$ cat src/rtl/gpm_pkg.sv
package gpm_pkg;

   typedef enum logic [2:0] {
      GPM_PIN_DATA = 3'd0,
      GPM_OUT_SET  = 3'd1,
      GPM_OUT_CLR  = 3'd2,
      GPM_DIR_SET  = 3'd3,
      GPM_DIR_CLR  = 3'd4,
      GPM_IN_EN    = 3'd5,
      GPM_FN_EN    = 3'd6,
      GPM_FN_SEL   = 3'd7
   } gpm_addr_e;

   localparam int GPM_ADDR_W = 3;

endpackage

$ cat src/rtl/gpm_sync.sv
module gpm_sync #(
   parameter int W      = 16,
   parameter int STAGES = 2
) (
   input  logic         clk,
   input  logic         rst_n,
   input  logic [W-1:0] d,
   output logic [W-1:0] q
);

   logic [W-1:0] stage_q [STAGES];

   for (genvar s = 0; s < STAGES; s++) begin : g_stage
      if (s == 0) begin : g_first
         always_ff @(posedge clk or negedge rst_n) begin
            if (!rst_n) stage_q[s] <= '0;
            else        stage_q[s] <= d;
         end
      end else begin : g_next
         always_ff @(posedge clk or negedge rst_n) begin
            if (!rst_n) stage_q[s] <= '0;
            else        stage_q[s] <= stage_q[s-1];
         end
      end
   end

   assign q = stage_q[STAGES-1];

endmodule

$ cat src/rtl/gpm_regs.sv
module gpm_regs
   import gpm_pkg::*;
#(
   parameter int PINS     = 16,
   parameter int SEL_W    = 2,
   parameter int BUS_W    = 32,
   localparam int SEL_BITS = PINS * SEL_W
) (
   input  logic                clk,
   input  logic                rst_n,
   input  logic                wr_en,
   input  gpm_addr_e           wr_addr,
   input  logic [BUS_W-1:0]    wdata,
   output logic [PINS-1:0]     out_q,
   output logic [PINS-1:0]     dir_q,
   output logic [PINS-1:0]     ien_q,
   output logic [PINS-1:0]     fen_q,
   output logic [SEL_BITS-1:0] sel_q
);

   logic [PINS-1:0] mask;
   assign mask = wdata[PINS-1:0];

   always_ff @(posedge clk or negedge rst_n) begin
      if (!rst_n) begin
         out_q <= '0;
         dir_q <= '0;
         ien_q <= '0;
         fen_q <= '0;
         sel_q <= '0;
      end else if (wr_en) begin
         unique case (wr_addr)
            GPM_PIN_DATA: out_q <= mask;
            GPM_OUT_SET:  out_q <= out_q | mask;
            GPM_OUT_CLR:  out_q <= out_q & ~mask;
            GPM_DIR_SET: begin
               dir_q <= dir_q | mask;
               ien_q <= ien_q & ~mask;
            end
            GPM_DIR_CLR: begin
               dir_q <= dir_q & ~mask;
               ien_q <= ien_q | mask;
            end
            GPM_IN_EN:    ien_q <= mask;
            GPM_FN_EN:    fen_q <= mask;
            GPM_FN_SEL:   sel_q <= wdata[SEL_BITS-1:0];
            default: ;
         endcase
      end
   end

endmodule

$ cat src/rtl/gpm_pinmux.sv
module gpm_pinmux #(
   parameter int PINS  = 16,
   parameter int FUNCS = 4,
   parameter int SEL_W = 2,
   localparam int SEL_BITS = PINS * SEL_W,
   localparam int FN_BITS  = PINS * FUNCS
) (
   input  logic [PINS-1:0]     out_q,
   input  logic [PINS-1:0]     dir_q,
   input  logic [PINS-1:0]     fen_q,
   input  logic [SEL_BITS-1:0] sel_q,
   input  logic [PINS-1:0]     sync_in,
   input  logic [FN_BITS-1:0]  fn_out,
   input  logic [FN_BITS-1:0]  fn_oe,
   output logic [PINS-1:0]     pad_out,
   output logic [PINS-1:0]     pad_oe,
   output logic [FN_BITS-1:0]  fn_in
);

   for (genvar n = 0; n < PINS; n++) begin : g_pin
      logic [SEL_W-1:0] sel;
      logic [FUNCS-1:0] fo;
      logic [FUNCS-1:0] fe;

      assign sel = sel_q[n*SEL_W +: SEL_W];

      for (genvar f = 0; f < FUNCS; f++) begin : g_fn
         assign fo[f] = fn_out[f*PINS + n];
         assign fe[f] = fn_oe[f*PINS + n];
         assign fn_in[f*PINS + n] = fen_q[n] && (sel == SEL_W'(f)) && sync_in[n];
      end

      assign pad_out[n] = fen_q[n] ? fo[sel] : out_q[n];
      assign pad_oe[n]  = fen_q[n] ? fe[sel] : dir_q[n];
   end

endmodule

$ cat src/rtl/gpio_mux_port.sv
module gpio_mux_port
   import gpm_pkg::*;
#(
   parameter int NUM_PINS    = 16,
   parameter int NUM_FUNCS   = 4,
   parameter int BUS_W       = 32,
   parameter int SYNC_STAGES = 2
) (
   input  logic                           clk,
   input  logic                           rst_n,
   input  logic                           bus_wr,
   input  logic [GPM_ADDR_W-1:0]          bus_addr,
   input  logic [BUS_W-1:0]               bus_wdata,
   output logic [BUS_W-1:0]               bus_rdata,
   output logic [NUM_PINS-1:0]            pad_out,
   output logic [NUM_PINS-1:0]            pad_oe,
   input  logic [NUM_PINS-1:0]            pad_in,
   input  logic [NUM_FUNCS*NUM_PINS-1:0]  fn_out,
   input  logic [NUM_FUNCS*NUM_PINS-1:0]  fn_oe,
   output logic [NUM_FUNCS*NUM_PINS-1:0]  fn_in
);

   localparam int SEL_W    = (NUM_FUNCS > 1) ? $clog2(NUM_FUNCS) : 1;
   localparam int SEL_BITS = NUM_PINS * SEL_W;

   if ((1 << SEL_W) != NUM_FUNCS) begin : g_bad_funcs
      $error("NUM_FUNCS must be a power of two, at least 2");
   end
   if (SEL_BITS > BUS_W || NUM_PINS > BUS_W) begin : g_bad_bus
      $error("BUS_W too narrow for the selector register");
   end
   if (SYNC_STAGES < 2) begin : g_bad_sync
      $error("SYNC_STAGES must be at least 2");
   end

   gpm_addr_e            addr_e;
   logic [NUM_PINS-1:0]  out_q, dir_q, ien_q, fen_q, sync_in, pin_state, gpio_drv;
   logic [SEL_BITS-1:0]  sel_q;

   assign addr_e = gpm_addr_e'(bus_addr);

   gpm_regs #(.PINS(NUM_PINS), .SEL_W(SEL_W), .BUS_W(BUS_W)) u_regs (
      .clk     (clk),
      .rst_n   (rst_n),
      .wr_en   (bus_wr),
      .wr_addr (addr_e),
      .wdata   (bus_wdata),
      .out_q   (out_q),
      .dir_q   (dir_q),
      .ien_q   (ien_q),
      .fen_q   (fen_q),
      .sel_q   (sel_q)
   );

   gpm_sync #(.W(NUM_PINS), .STAGES(SYNC_STAGES)) u_sync (
      .clk   (clk),
      .rst_n (rst_n),
      .d     (pad_in),
      .q     (sync_in)
   );

   gpm_pinmux #(.PINS(NUM_PINS), .FUNCS(NUM_FUNCS), .SEL_W(SEL_W)) u_mux (
      .out_q   (out_q),
      .dir_q   (dir_q),
      .fen_q   (fen_q),
      .sel_q   (sel_q),
      .sync_in (sync_in),
      .fn_out  (fn_out),
      .fn_oe   (fn_oe),
      .pad_out (pad_out),
      .pad_oe  (pad_oe),
      .fn_in   (fn_in)
   );

   assign gpio_drv  = ~fen_q & dir_q;
   assign pin_state = (gpio_drv & out_q) | (~gpio_drv & sync_in & ien_q);

   always_comb begin
      bus_rdata = '0;
      unique case (addr_e)
         GPM_PIN_DATA:             bus_rdata[NUM_PINS-1:0] = pin_state;
         GPM_OUT_SET, GPM_OUT_CLR: bus_rdata[NUM_PINS-1:0] = out_q;
         GPM_DIR_SET, GPM_DIR_CLR: bus_rdata[NUM_PINS-1:0] = dir_q;
         GPM_IN_EN:                bus_rdata[NUM_PINS-1:0] = ien_q;
         GPM_FN_EN:                bus_rdata[NUM_PINS-1:0] = fen_q;
         GPM_FN_SEL:               bus_rdata[SEL_BITS-1:0] = sel_q;
         default: ;
      endcase
   end

endmodule

$ cat config.mk
export PLATFORM = sky130hd
export DESIGN_NAME = gpio_mux_port
export DESIGN_NICKNAME = d
export VERILOG_FILES = /design/src/rtl/gpm_pkg.sv /design/src/rtl/gpm_sync.sv /design/src/rtl/gpm_regs.sv /design/src/rtl/gpm_pinmux.sv /design/src/rtl/gpio_mux_port.sv
export SDC_FILE = /design/constraint.sdc
export NUM_CORES = 1
export LEC_CHECK = 0
export ABC_AREA = 1
export CORE_AREA = 2 2 185 114
export CTS_CLUSTER_SIZE = 16
export DETAILED_ROUTE_END_ITERATION = 7
export DIE_AREA = 0 0 187 116
export PLACE_DENSITY = 0.84
export REMOVE_ABC_BUFFERS = 1
export SLEW_MARGIN = 10
export SYNTH_ARGS = -nofsm -noshare
export SYNTH_HDL_FRONTEND = slang
export SYNTH_SLANG_ARGS = --single-unit
$ cat constraint.sdc
create_clock -name clk -period 1.18 [get_ports clk]
set_input_delay 0.177 -clock clk [delete_from_list [all_inputs] [get_ports clk]]
set_output_delay 0.177 -clock clk [all_outputs]
set_load 0.005 [all_outputs]
# After elaboration in Yosys (flattened, before gate mapping)
# Cells that the tools add are included.
# W data, S select, Z words.
[totals]
output_inout_bits = 128
inputBits = 182
regBits = 128
wordCells = 348
[op_classes]
bitwise = 14
mux = 101
order_cmp = 16
eq_ne = 55
reduce_logical = 155
[ops]
columns = ["cell", "n"]
rows = [
  ["$logic_and A1 B1 Y1", 128],
  ["$and A16 B16 Y16", 7],
  ["$pmux W16 S3", 2],
  ["$pmux W16 S6", 1],
  ["$bmux W1 S2", 32],
  ["$eq A2 B2 Y1 const B", 32],
  ["$mux W1", 64],
  ["$or A16 B16 Y16", 4],
  ["$lt A2 B3 Y1 const B", 16],
  ["$not A16 Y16", 3],
  ["$eq A2 B1 Y1 const B", 16],
  ["$logic_not A2 Y1", 16],
  ["$pmux W16 S2", 1],
  ["$mux W16", 1],
  ["$eq A3 B3 Y1 const B", 4],
  ["$reduce_and A2 Y1", 5],
  ["$eq A3 B2 Y1 const B", 2],
  ["$reduce_bool A3 Y1", 2],
  ["$reduce_or A2 Y1", 2],
  ["$eq A3 B1 Y1 const B", 1],
  ["$logic_not A3 Y1", 1],
  ["$reduce_bool A2 Y1", 1],
]

# Depth between registers and ports, before layout
[depth]
depth_word = 7
mapped_depth = 9
depth_no_buf = 7

# By module
# A second synthesis with hierarchy kept.
[unflattened]
cells_unflattened = 1390
area_unflattened_um2 = 8663.3
[modules_own_cells]
columns = ["module", "area_per_inst_um2", "instances", "seq_area_each_um2", "cells_each"]
rows = [
  ["gpm_regs", 4232.8, 1, 2402.3, 527],
  ["gpm_pinmux", 1996.9, 1, 0.0, 509],
  ["gpio_mux_port", 1512.7, 1, 0.0, 306],
  ["gpm_sync", 920.9, 1, 800.8, 48],
]

# Least setup slack after synthesis
# No wires, ideal clock.
[synth_timing]
path_type = "input port to output port"
from = "input bus_addr[0]"
to = "output bus_rdata[10]"
path_buffers = 2
t_arrival_ns = 1.030
cell_stages = 7
t_required_ns = 1.003
path_slack_ns = -0.027
cell_sequence = "buf_6 nor2_4 inv_2 nor2_4 buf_4 nand2_1 nand3_1"
[synth_via]
elab_chain_len = 3
elab_cells_between_ends = 11
cone_classes = "eq/ne (7); mux (1); reduce/logical (3)"
[synth_rtl]
columns = ["element", "line", "source"]
rows = [
  ["start, declared", "gpio_mux_port.sv:12", "input logic [GPM_ADDR_W-1:0] bus_addr,"],
  ["$eq A3 B2 Y1 (tied with other cells)", "gpio_mux_port.sv:80", "unique case (addr_e)"],
  ["$reduce_or A2 Y1", "gpio_mux_port.sv:80", ""],
  ["$pmux W16 S6 (*)", "gpio_mux_port.sv:80", ""],
  ["end, declared", "gpio_mux_port.sv:14", "output logic [BUS_W-1:0] bus_rdata,"],
]
# Mark *: on every way between the ends. The rest lies on a longest branch, timed or not.

# Worst setup path after layout
[layout_timing]
from = "register u_regs.sel_q[14]"
to = "output pad_out[7]"
[layout_via]
elab_chain_len = 3
[layout_rtl]
columns = ["element", "line", "source"]
rows = [
  ["start, declared", "gpm_regs.sv:18", "output logic [SEL_BITS-1:0] sel_q"],
  ["start signal, assigned", "gpm_regs.sv:46", "GPM_FN_SEL: sel_q <= wdata[SEL_BITS-1:0];"],
  ["$bmux W1 S2", "gpm_pinmux.sv:33", "assign pad_out[n] = fen_q[n] ? fo[sel] : out_q[n];"],
  ["$mux W1 (implied by the code)", "gpm_pinmux.sv:33", ""],
  ["$mux W1", "gpm_pinmux.sv:33", ""],
  ["end, declared", "gpio_mux_port.sv:15", "output logic [NUM_PINS-1:0] pad_out,"],
]
# Every way passes these cells. The select of a mux whose other input is x is not followed.

==> summary.md <==
| Metric | Value |
|---|---|
| Outcome | `finished with violations` |
| Failing checks | `setup timing` |
| Post-synthesis simple-gate area fraction | `45.0%` |
| DRT iter0 DRCs | `1342` |
| CP Capture Type | `output port` |
| Max Slew Vio Count | `0` |
| Max IR drop VDD | `0.00107 V` |
| Synth-to-Final Area Change | `93.5%` |
| Final setup margin | `-0.599 ns` |
| CTS tree | `yes` |
| Reg2Reg Setup Slack | `0.11 ns` |
| RSZ-0062 raised after global routing | `true` |
| Layout cells sized above 1 | `43.2%` |
| Synth top cells by count | `nand2_1 (385), nand3_1 (160), nor2_1 (160)` |
| Fmax | `0.562 GHz` |
| H-tree Lvls | `4` |
| Multiplexer share of the synthesized area | `0%` |
| Yosys warns | `0` |
| Synth Area in XOR/XNOR | `0%` |
| Detail Route Antenna Nets | `0` |
| Initial Util | `40.6%` |
| Post-synth EDFFs | `0` |
| Distinct cells, synth | `25` |
| Core area | `19900 um2` |
| Post-Synth Adder-Cell Area | `0%` |
| Share of flip-flops with an asynchronous set or reset | `100%` |
| First-pass GRT wire length | `58.5 mm` |
| Worst setup SP type | `register` |
| Clock transition at path regs | `0.06 ns` |
| Number of max-cap violations | `0` |
| DR vias/cell | `5.56` |
| Worst Path Required | `1.00 ns` |
| Area share of the largest cell type after synthesis | `39.7%` |
| Main area contributors after synthesis | `dfrtp_1 (40%), nand2_1 (18%), nand3_1 (9.9%)` |
| Yosys top cell by area | `dfrtp_1` |
| Synth Register Bits | `128` |
| Worst-Skew Late Latency | `0.42 ns` |
| Max incr delay on CP | `0.44 ns` |
| GRT Total Usage | `34.3%` |
| Mapped Cells | `1232` |
| Grt ovf | `0` |
| Routed wire length | `40.9 mm` |
| Inserted Diodes | `0` |
| Fin nets | `2001` |
| Fill cells | `1261` |
| Final Power | `0.0211 W` |
| Final worst path period need | `1.78 ns` |
| Dpl hpwl | `25.4 mm` |
| Portion of total power attributed to combinational logic | `46.7%` |
| Tightest Hold Check Type | `input port to async pin` |
| Cell internal pwr | `0.0131 W` |
| Final Hold Viols | `0` |
| Clock Power Share | `24.3%` |
| CP max FO | `3` |
| Most common cell in the synthesized netlist | `nand2_1` |
| Clk_skew | `0.00902 ns` |
| Dpl cell area | `13000 um2` |
| Final setup fails | `128` |
| Initial antenna violation count | `0` |
| Design area | `15600 um2` |
| Clock sinks | `128` |
| # DRC | `0` |
| Critical path class | `register to output port` |
| Fin crit share | `151%` |
| Ys flop type | `dfrtp_1` |
| CTS Buffer Depth | `2` |
| Final RePlAce weighted congestion | `0.934` |
| Num rows | `40` |
| Fin Hold WS | `0.192 ns` |
| CTS buffer count | `17` |
| Port buffer count | `309` |
| Sw frac | `37.9%` |
| Vias in the first global route | `11300` |
| Slowest cell on crit path | `dfrtp_2` |
| Drt pass-1 iters | `6` |
| Chip width | `187 um` |
| Die ar. | `21700 um2` |
| Synth Area in Compound Gates | `5.95%` |
| DR vias | `11700` |
| Syn Area/Cell | `6.55 um2` |
| Largest family of logic cells by synthesized area | `simple AND/OR/NAND/NOR gates` |
| Max_slew headroom | `79.8%` |
| Critical-path cell list | `buf_6, nor2_4, nand2_2, nand3_2, nor2_2, a21oi_2, buf_2` |
| Die Y | `116 um` |
| NetSw | `0.00798 W` |
| Pwr dens | `1350 nW/um2` |
| WP data arrival | `1.60 ns` |
| Register area share after synthesis | `39.7%` |
| Leakage power total | `7.82 nW` |
| Largest net degree at the start of global routing | `43` |
| Sequential share of power | `29.0%` |
| Drt wl/cell | `19.4 um` |
| Clock Tree Root | `clkbuf_16` |
| Worst-Margin Slew | `0.301 ns` |
| IO Pins | `310` |
| Synthesized area | `8070 um2` |
[metal layers]
layer	part of all wire (%)	GRT usage, %	routed length [um]	vias up
met3	11	7.69	4360	200
met5	0	0	0	-
li1	-	-	-	5187
met2	47	59.1	19400	835
met4	5.0	16.9	2050	0
met1	37	41.5	15100	5480
[final timing paths]
| check | start | to | cells after the start |
|---|---|---|---|
| worst max-delay path | u_regs.sel_q[14] | pad_out[7] | 7 |
| worst max register to register | u_regs.sel_q[16] | u_regs.sel_q[16] | 5 |
| max in group asynchronous | rst_n | u_regs.sel_q[9] | 3 |
| min in group clk | pad_in[7] | u_sync.stage_q[23] | 1 |
| worst min register to register | u_sync.stage_q[26] | u_sync.q[10] | 0 |
| worst min-delay path | rst_n | u_regs.sel_q[28] | 2 |
[cell families after synthesis]
family	after synthesis
AO/OA/AOI/OAI	96
AND/OR/NAND/NOR	833
flip-flops	128
buffers and inverters	175
[power by group through the flow]
stage                     combinational [W]  clock, W  sequential [W]
final                               0.00983   0.00512         0.00612
after global routing                 0.0105   0.00538         0.00617
after CTS                           0.00843   0.00513         0.00595
after detailed placement            0.00704         0         0.00592
after global placement              0.00683         0         0.00589
after floorplan                     0.00248         0         0.00579
[final cells by class]
type / count / area (um2) / area share [%]
flip-flops and latches: 128 / 3240 / 20.7
multi-input cells: 929 / 5330 / 34.1
clock buffers: 18 / 429 / 2.75
clock inverters: 14 / 135 / 0.865
well taps: 273 / 342 / 2.19
inverters: 119 / 507 / 3.24
repair buffers: 624 / 5640 / 36.1
[worst max-delay path, delay by kind of cell, from the launching register on]
| family | cells | cell delay [ns] |
|---|---|---|
| DFF | 1 | 0.44 |
| and+or+nand+nor | 4 | 0.35 |
| buffers and inverters | 2 | 0.27 |
| AOI/OAI and AO/OA | 1 | 0.12 |
[stage by stage]
step / util (%) / worst slack, ns / std cells / TNS [ns]
6_report: 78.6 / -0.599 / 2105 / -53.36
3_5_place_dp: 65.5 / -1.02 / 1971 / -117.70
3_3_place_gp: 65.5 / -0.988 / 1971 / -111.05
2_1_floorplan: - / -0.0562 / 1176 / -1.88
5_1_grt: 78.6 / -0.668 / 2105 / -60.06
4_1_cts: 74.0 / -0.559 / 2081 / -49.69
[placed cells by master (no fill, tap or decap), drive strengths merged]
master / count
nand3: 162
buf: 446
dfrtp: 128
nand2: 394
clkdlybuf4s50: 176
o21ai: 48
nor3: 64
a21oi: 48
clkbuf: 19
clkinvlp: 4
clkinv: 6
nor2: 163
bufinv: 1
dlygate4sd3: 1
nand4: 50
inv: 122
[timing repair]
item | 4_1_cts | 5_1_grt
endpoints found under the setup margin | 206 | 140
gates resized for setup | 855 | 231
cloned | 0 | 1
pin swaps | 136 | 109
hold endpoints to repair | 128 | 0
hold buffers | 1 | 0
buffers inserted | 88 | 46
No activity file was read; power rests on OpenSTA's default activity.
